## config.mk

```make
export PLATFORM = sky130hd
export DESIGN_NAME = wake_debounce_irq
export DESIGN_NICKNAME = d
export VERILOG_FILES = /design/src/rtl/wdb_pkg.sv /design/src/rtl/wdb_pin_sync.sv /design/src/rtl/wdb_settle_timer.sv /design/src/rtl/wdb_ctrl.sv /design/src/rtl/wake_debounce_irq.sv
export SDC_FILE = /design/constraint.sdc
export NUM_CORES = 1
export LEC_CHECK = 0
export CAP_MARGIN = 0
export CORE_MARGIN = 1
export CORE_UTILIZATION = 50
export DETAILED_ROUTE_END_ITERATION = 7
export DONT_BUFFER_PORTS = 1
export GPL_TIMING_DRIVEN = 1
export PLACE_DENSITY = 0.76
export SYNTH_ARGS = -nofsm -noshare
export SYNTH_HDL_FRONTEND = slang
export SYNTH_SLANG_ARGS = --single-unit
```

## constraint.sdc

```tcl
create_clock -name clk -period 4.64 [get_ports clk]
set_input_delay 0.464 -clock clk [delete_from_list [all_inputs] [get_ports clk]]
set_output_delay 0.464 -clock clk [all_outputs]
set_load 0.03 [all_outputs]
```

## src/rtl/wdb_pkg.sv

```systemverilog
package wdb_pkg;

    // Control path states of the settle controller
    typedef enum logic [0:0] {
        WDB_WAIT   = 1'b0,
        WDB_SETTLE = 1'b1
    } wdb_state_t;

    // Request bit derived from an active-low pin level
    function automatic logic wdb_req_from_level(input logic level);
        return ~level;
    endfunction

endpackage

```

## src/rtl/wdb_pin_sync.sv

```systemverilog
module wdb_pin_sync #(
    parameter int   STAGES      = 2,
    parameter logic RESET_LEVEL = 1'b1
) (
    input  logic clk,
    input  logic rst_n,
    input  logic pin_raw,
    output logic level,
    output logic changed
);
    localparam int LAST = STAGES - 1;

    logic [LAST:0] chain_q;
    logic          prev_q;

    generate
        for (genvar i = 0; i < STAGES; i++) begin : g_stage
            if (i == 0) begin : g_first
                always_ff @(posedge clk or negedge rst_n) begin
                    if (!rst_n) chain_q[0] <= RESET_LEVEL;
                    else        chain_q[0] <= pin_raw;
                end
            end else begin : g_next
                always_ff @(posedge clk or negedge rst_n) begin
                    if (!rst_n) chain_q[i] <= RESET_LEVEL;
                    else        chain_q[i] <= chain_q[i-1];
                end
            end
        end
    endgenerate

    always_ff @(posedge clk or negedge rst_n) begin
        if (!rst_n) prev_q <= RESET_LEVEL;
        else        prev_q <= chain_q[LAST];
    end

    assign level   = chain_q[LAST];
    assign changed = chain_q[LAST] ^ prev_q;

endmodule

```

## src/rtl/wdb_settle_timer.sv

```systemverilog
module wdb_settle_timer #(
    parameter int CYCLES = 8195
) (
    input  logic clk,
    input  logic rst_n,
    input  logic restart,
    input  logic advance,
    output logic expired
);
    localparam int            CW       = (CYCLES > 2) ? $clog2(CYCLES) : 1;
    localparam logic [CW-1:0] LAST_CNT = CW'(CYCLES - 1);

    logic [CW-1:0] cnt_q;

    always_ff @(posedge clk or negedge rst_n) begin
        if (!rst_n) begin
            cnt_q <= '0;
        end else if (restart) begin
            cnt_q <= '0;
        end else if (advance && (cnt_q != LAST_CNT)) begin
            cnt_q <= cnt_q + 1'b1;
        end
    end

    assign expired = (cnt_q == LAST_CNT);

endmodule

```

## src/rtl/wdb_ctrl.sv

```systemverilog
module wdb_ctrl
    import wdb_pkg::*;
(
    input  logic clk,
    input  logic rst_n,
    input  logic active,
    input  logic changed,
    input  logic level,
    input  logic expired,
    input  logic rd_strobe,
    input  logic del_strobe,
    output logic restart,
    output logic advance,
    output logic req_status,
    output logic irq_out,
    output logic keep_alive
);
    wdb_state_t state_q, state_d;
    logic       complete;

    // Next-state decision
    always_comb begin
        state_d  = state_q;
        complete = 1'b0;
        unique case (state_q)
            WDB_WAIT: begin
                if (active && changed) state_d = WDB_SETTLE;
            end
            WDB_SETTLE: begin
                if (!active) begin
                    state_d = WDB_WAIT;          // abort
                end else if (changed) begin
                    state_d = WDB_SETTLE;        // restart
                end else if (expired) begin
                    state_d  = WDB_WAIT;         // complete
                    complete = 1'b1;
                end
            end
            default: state_d = WDB_WAIT;
        endcase
    end

    // State register
    always_ff @(posedge clk or negedge rst_n) begin
        if (!rst_n) state_q <= WDB_WAIT;
        else        state_q <= state_d;
    end

    // Registered outputs
    always_ff @(posedge clk or negedge rst_n) begin
        if (!rst_n) begin
            req_status <= 1'b0;
            irq_out    <= 1'b0;
        end else begin
            if (complete) begin
                req_status <= wdb_req_from_level(level);
                irq_out    <= 1'b1;
            end else if (rd_strobe || del_strobe) begin
                irq_out    <= 1'b0;
            end
        end
    end

    assign restart    = active && changed;
    assign advance    = (state_q == WDB_SETTLE);
    assign keep_alive = (state_q == WDB_SETTLE);

endmodule

```

## src/rtl/wake_debounce_irq.sv

```systemverilog
module wake_debounce_irq #(
    parameter int SETTLE_CYCLES = 8195,
    parameter int SYNC_STAGES   = 2
) (
    input  logic clk,
    input  logic rst_n,
    input  logic pwr_req_n,
    input  logic active_mode,
    input  logic status_rd,
    input  logic irq_del_cmd,
    output logic pwr_req_status,
    output logic irq,
    output logic clk_keep
);
    logic sync_level;
    logic sync_changed;
    logic tmr_restart;
    logic tmr_advance;
    logic tmr_expired;

    wdb_pin_sync #(
        .STAGES      (SYNC_STAGES),
        .RESET_LEVEL (1'b1)
    ) u_sync (
        .clk     (clk),
        .rst_n   (rst_n),
        .pin_raw (pwr_req_n),
        .level   (sync_level),
        .changed (sync_changed)
    );

    wdb_settle_timer #(
        .CYCLES (SETTLE_CYCLES)
    ) u_timer (
        .clk     (clk),
        .rst_n   (rst_n),
        .restart (tmr_restart),
        .advance (tmr_advance),
        .expired (tmr_expired)
    );

    wdb_ctrl u_ctrl (
        .clk        (clk),
        .rst_n      (rst_n),
        .active     (active_mode),
        .changed    (sync_changed),
        .level      (sync_level),
        .expired    (tmr_expired),
        .rd_strobe  (status_rd),
        .del_strobe (irq_del_cmd),
        .restart    (tmr_restart),
        .advance    (tmr_advance),
        .req_status (pwr_req_status),
        .irq_out    (irq),
        .keep_alive (clk_keep)
    );

endmodule

```

==> results.md <==
Synth:
- The prevailing post-synth register cell is dfrtp_1.
- The number of nets handed over by synthesis was 112.
- Averaged over all synthesized cells, the footprint is 10.0 um^2.
- The Yosys step of the flow raised 0 warnings.
- The synthesized flop and latch total is 20.
- The count of different cell masters after synthesis is 31.
- The multiplexer fraction of the synthesized cell area is 4.79%.
- For this run, the register share of the synthesized area comes to 48.3%.
- The compound-gate portion of the synthesized area is 18.9%.
- The XOR/XNOR share of the synthesized area is 2.51%.
- The proportion of synthesized flip-flops having asynchronous set or reset is 100%.
- Summing the areas of all and, or, nand and nor instances in the mapped netlist gives 20.6% of the synthesized area.
- The number of flops mapped to enable cells by yosys is 0.
- The main combinational cell family by area after synthesis is simple AND/OR/NAND/NOR gates.
- The synthesized netlist devotes 2.40% of its cell area to adder and majority cells.
- The cell area after synthesis is 0.00104 mm^2.
- The number of instances in the synthesized netlist is 104.

Clocking:
- The H-tree depth is 1.
- The number of buffers between clock root and the deepest sink is 2.
- The number of setup buffers added after CTS is 0.
- The clock tree from TritonCTS is built.
- The clock input transition at the sequential cells of the worst setup and hold paths is 120 ps.
- The clock tree root buffer cell is clkbuf_4.
- After clock tree synthesis, the flow added hold-fix buffers numbering 1.
- The later pin in the worst-skew pair is clocked with a latency of 300 ps.
- The number of clock sinks is 20.
- The TritonCTS buffer count is 3.
- The number of instances resized during post-cts repair is 0.

Floorplan:
- The die covers 0.00228 mm^2.
- The floorplan step set the die height to 47.7 um.
- Row generation in the floorplan step produced 16 rows.
- The region available for standard cell placement spans 0.00196 mm^2.
- The width of the chip is 47.7 um.
- For this design the top-level I/O count stands at 9.
- The initial core utilization is 53.3%.

Hold path:
- The class of the most critical hold timing path is input port to register.

Final layout:
- Relative to the synthesized area, the layout overhead comes to 8.14%.
- Fill cells in the final layout number 194.
- The multi-input logic area is 514 um^2.
- The most common cell after layout, fill and taps aside is dfrtp_1.
- Leaving out fill and tap cells, the most frequent cells in the layout are dfrtp_1, o21ai_0, a21oi_1, nand4_1.
- The area taken by flip-flops and latches is 504 um^2.
- The number of diodes is 0.
- The number of nets in the layout is 115.
- The final cell area excluding filler cells is 0.00113 mm^2.
- The fraction of layout cells with a size suffix above 1 is 7.55%.

STA:
- Headroom to the max-slew limit came out at 39.0%.
- The largest clock skew in the final design is 13.1 ps.
- The max-slew violation count came to 0.
- Subtracting the final worst setup slack from the clock period gives 2040 ps.
- Setup violations remaining at the end of the flow were counted as 0.
- The number of hold-slack violations in the final timing report is 0.
- At the pin with the least slew margin, the transition time is 913 ps.
- The accumulated negative setup slack is 0 ps.
- After layout, the worst path uses 43.9% of the clock period.
- Based on the critical path, the design can be clocked at up to 491 MHz.
- Setup repair after global routing left no endpoint under its margin.

Run:
- The max-capacitance violation count is 0.

Status:
- The flow ran to the end, and the final reports show no timing, DRC or antenna violations.

Worst setup path:
- At the worst endpoint, the required time is 4860 ps.
- The worst setup path is captured at a register.
- Counting both buffers and inverters, the worst setup path holds a total of 0.
- The slowest stage cell on the critical path is or4_1.
- The kind of critical path is register to register.
- The maximum net fanout on the critical path is 16.
- The largest incremental delay on the critical path is 650 ps.
- The kind of cell with the highest combined delay along the critical path is simple AND/OR/NAND/NOR gates.
- The arrival time at the worst endpoint is 2250 ps.
- The signal on the critical path passes through nand4_1 -> or4_1 -> a21oi_1.
- The worst register-to-register path has a setup slack of 2600 ps.
- STA classifies the critical path startpoint as a register.

Power:
- The clock network accounts for 34.8% of the total power.
- The fraction of power consumed by sequential logic is 51.4%.
- Summed over all nets, the switching power comes to 109 uW.
- Combinational cells account for 13.8% of the total power.
- The power density relative to cell area is 360 mW/mm^2.
- The maximum ir drop on the vdd rail is 0.260 mV.
- Internal power comes to 298 uW.
- The switching share of power is 26.7%.
- The leakage dissipation is 0.461 nW.

Drt:
- In the routed layout, each cell is associated on average with a via count of 6.32.
- The pre-antenna-repair detailed-routing pass consisted of 4 iterations.
- After detailed routing, the total wire length is 2.04 mm.
- The vias after detailed routing is 840.
- The detail route stage leaves a number of antenna-violating nets equal to 0.
- For this run, design rule violations remaining after detail routing come to 0.
- After the first detailed-routing iteration, the DRC count stood at 29.
- The final routed wire length divided by cell count is 15.4 um.

Global routing:
- The initial antenna violation count was 0.
- The global router's overall resource usage is 20.7%.
- The first-pass GRT wire length is 3.21 mm.
- The via count of the first global-routing pass is 740.
- Global routing finished with a remaining overflow of 0.
- Entering global routing, the biggest net connects 21 pins.

Placed design:
- Buffers placed on the I/O ports in this run total 0.
- The placed instances occupy a cell area of 0.00107 mm^2.
- The global placer's final weighted congestion is 0.808.
- The wire-length estimate of the detail-placed layout is 1.44 mm.
-- worst reg2reg max path: cells and delay by family (launching register included) --
kind	cells	cell delay (ps)
compound gates	1	170
flops	1	630
simple gates	2	1150
-- flip-flops by register name (all words and copies together) (netlist names) --
signal,flops
u_ctrl.advance,1
u_ctrl.irq_out,1
u_ctrl.req_status,1
u_sync.chain_q,1
u_sync.level,1
u_sync.prev_q,1
u_timer.cnt_q,14
-- synthesized netlist by cell type, types with 2 or more instances --
master	count	area [um^2]
a41oi_1	2	17.5
ha_1	2	25.0
dfrtp_1	17	425
xor2_1	2	17.5
o21bai_1	4	30.0
dfstp_2	3	78.8
nor4_1	4	25.0
inv_1	4	15.0
nand2_1	5	18.8
a21o_1	2	15.0
a21oi_1	7	35.0
or3_1	4	25.0
nand4_1	6	37.5
clkbuf_1	3	11.3
o31ai_1	3	22.5
or4_1	4	30.0
nand3_1	2	10.0
o21ai_0	10	50.1
nor2_1	4	15.0
mux2i_1	5	50.1
-- through the flow --
step,std cells,hold slack [ps],util [%],power [mW],setup slack (ps)
finish,133,138,57.6,0.407,2600
global route,133,106,57.6,0.428,2450
CTS,133,126,57.6,0.410,2590
detailed placement,128,169,54.4,0.264,2660
global placement,128,169,54.4,0.261,2740
floorplan,104,168,-,0.250,2910
-- power groups by stage --
| stage | clock (mW) | sequential, mW | combinational (mW) |
|---|---|---|---|
| 2_1_floorplan | 0 | 0.206 | 0.0436 |
| 3_3_place_gp | 0 | 0.211 | 0.0503 |
| 3_5_place_dp | 0 | 0.212 | 0.0524 |
| 4_1_cts | 0.145 | 0.208 | 0.0566 |
| 5_1_grt | 0.154 | 0.210 | 0.0640 |
| 6_report | 0.142 | 0.209 | 0.0561 |
-- cell families (layout without fill, tap and decap cells) --
family,count (synthesis),in the layout
and+or+nand+nor,36,36
AOI/OAI and AO/OA,31,31
DFF,20,20
buffers and inverters,7,9
muxes,5,5
xor gates and xnor gates,3,3
adders and majority gates,2,2
-- cell type report --
type / instances / share of cell area [%]
clock buffers: 3 / 1.99
multi-input cells: 77 / 45.5
repair buffers: 1 / 0.886
well taps: 27 / 2.99
inverters: 4 / 1.33
flip-flops and latches: 20 / 44.6
clock inverters: 1 / 2.66
-- layer usage --
metal	routed length, um	global-route usage, %	vias to the layer above	part of all wire, %
met5	0	0	-	0
met2	971	33.8	25	48
met3	138	7.55	2	6.8
li1	-	-	408	-
met1	919	25.5	405	45
met4	13	6.11	0	0.64
-- final timing paths --
| kind | start | to | cells past startpoint |
|---|---|---|---|
| worst min-delay path | pwr_req_n | u_sync.chain_q[0]$_DFF_PN1_ | 0 |
| min in group asynchronous | rst_n | u_ctrl.irq_out$_DFFE_PN0P_ | 1 |
| worst max register to register | u_ctrl.advance$_DFF_PN0_ | u_timer.cnt_q[11]$_DFFE_PN0P_ | 3 |
| max in group asynchronous | rst_n | u_timer.cnt_q[6]$_DFFE_PN0P_ | 1 |
| worst min register to register | u_sync.chain_q[0]$_DFF_PN1_ | u_sync.level$_DFF_PN1_ | 0 |
| worst max-delay path | u_ctrl.advance$_DFF_PN0_ | u_timer.cnt_q[11]$_DFFE_PN0P_ | 3 |
Note: power is estimated with default switching activity, not from simulation.
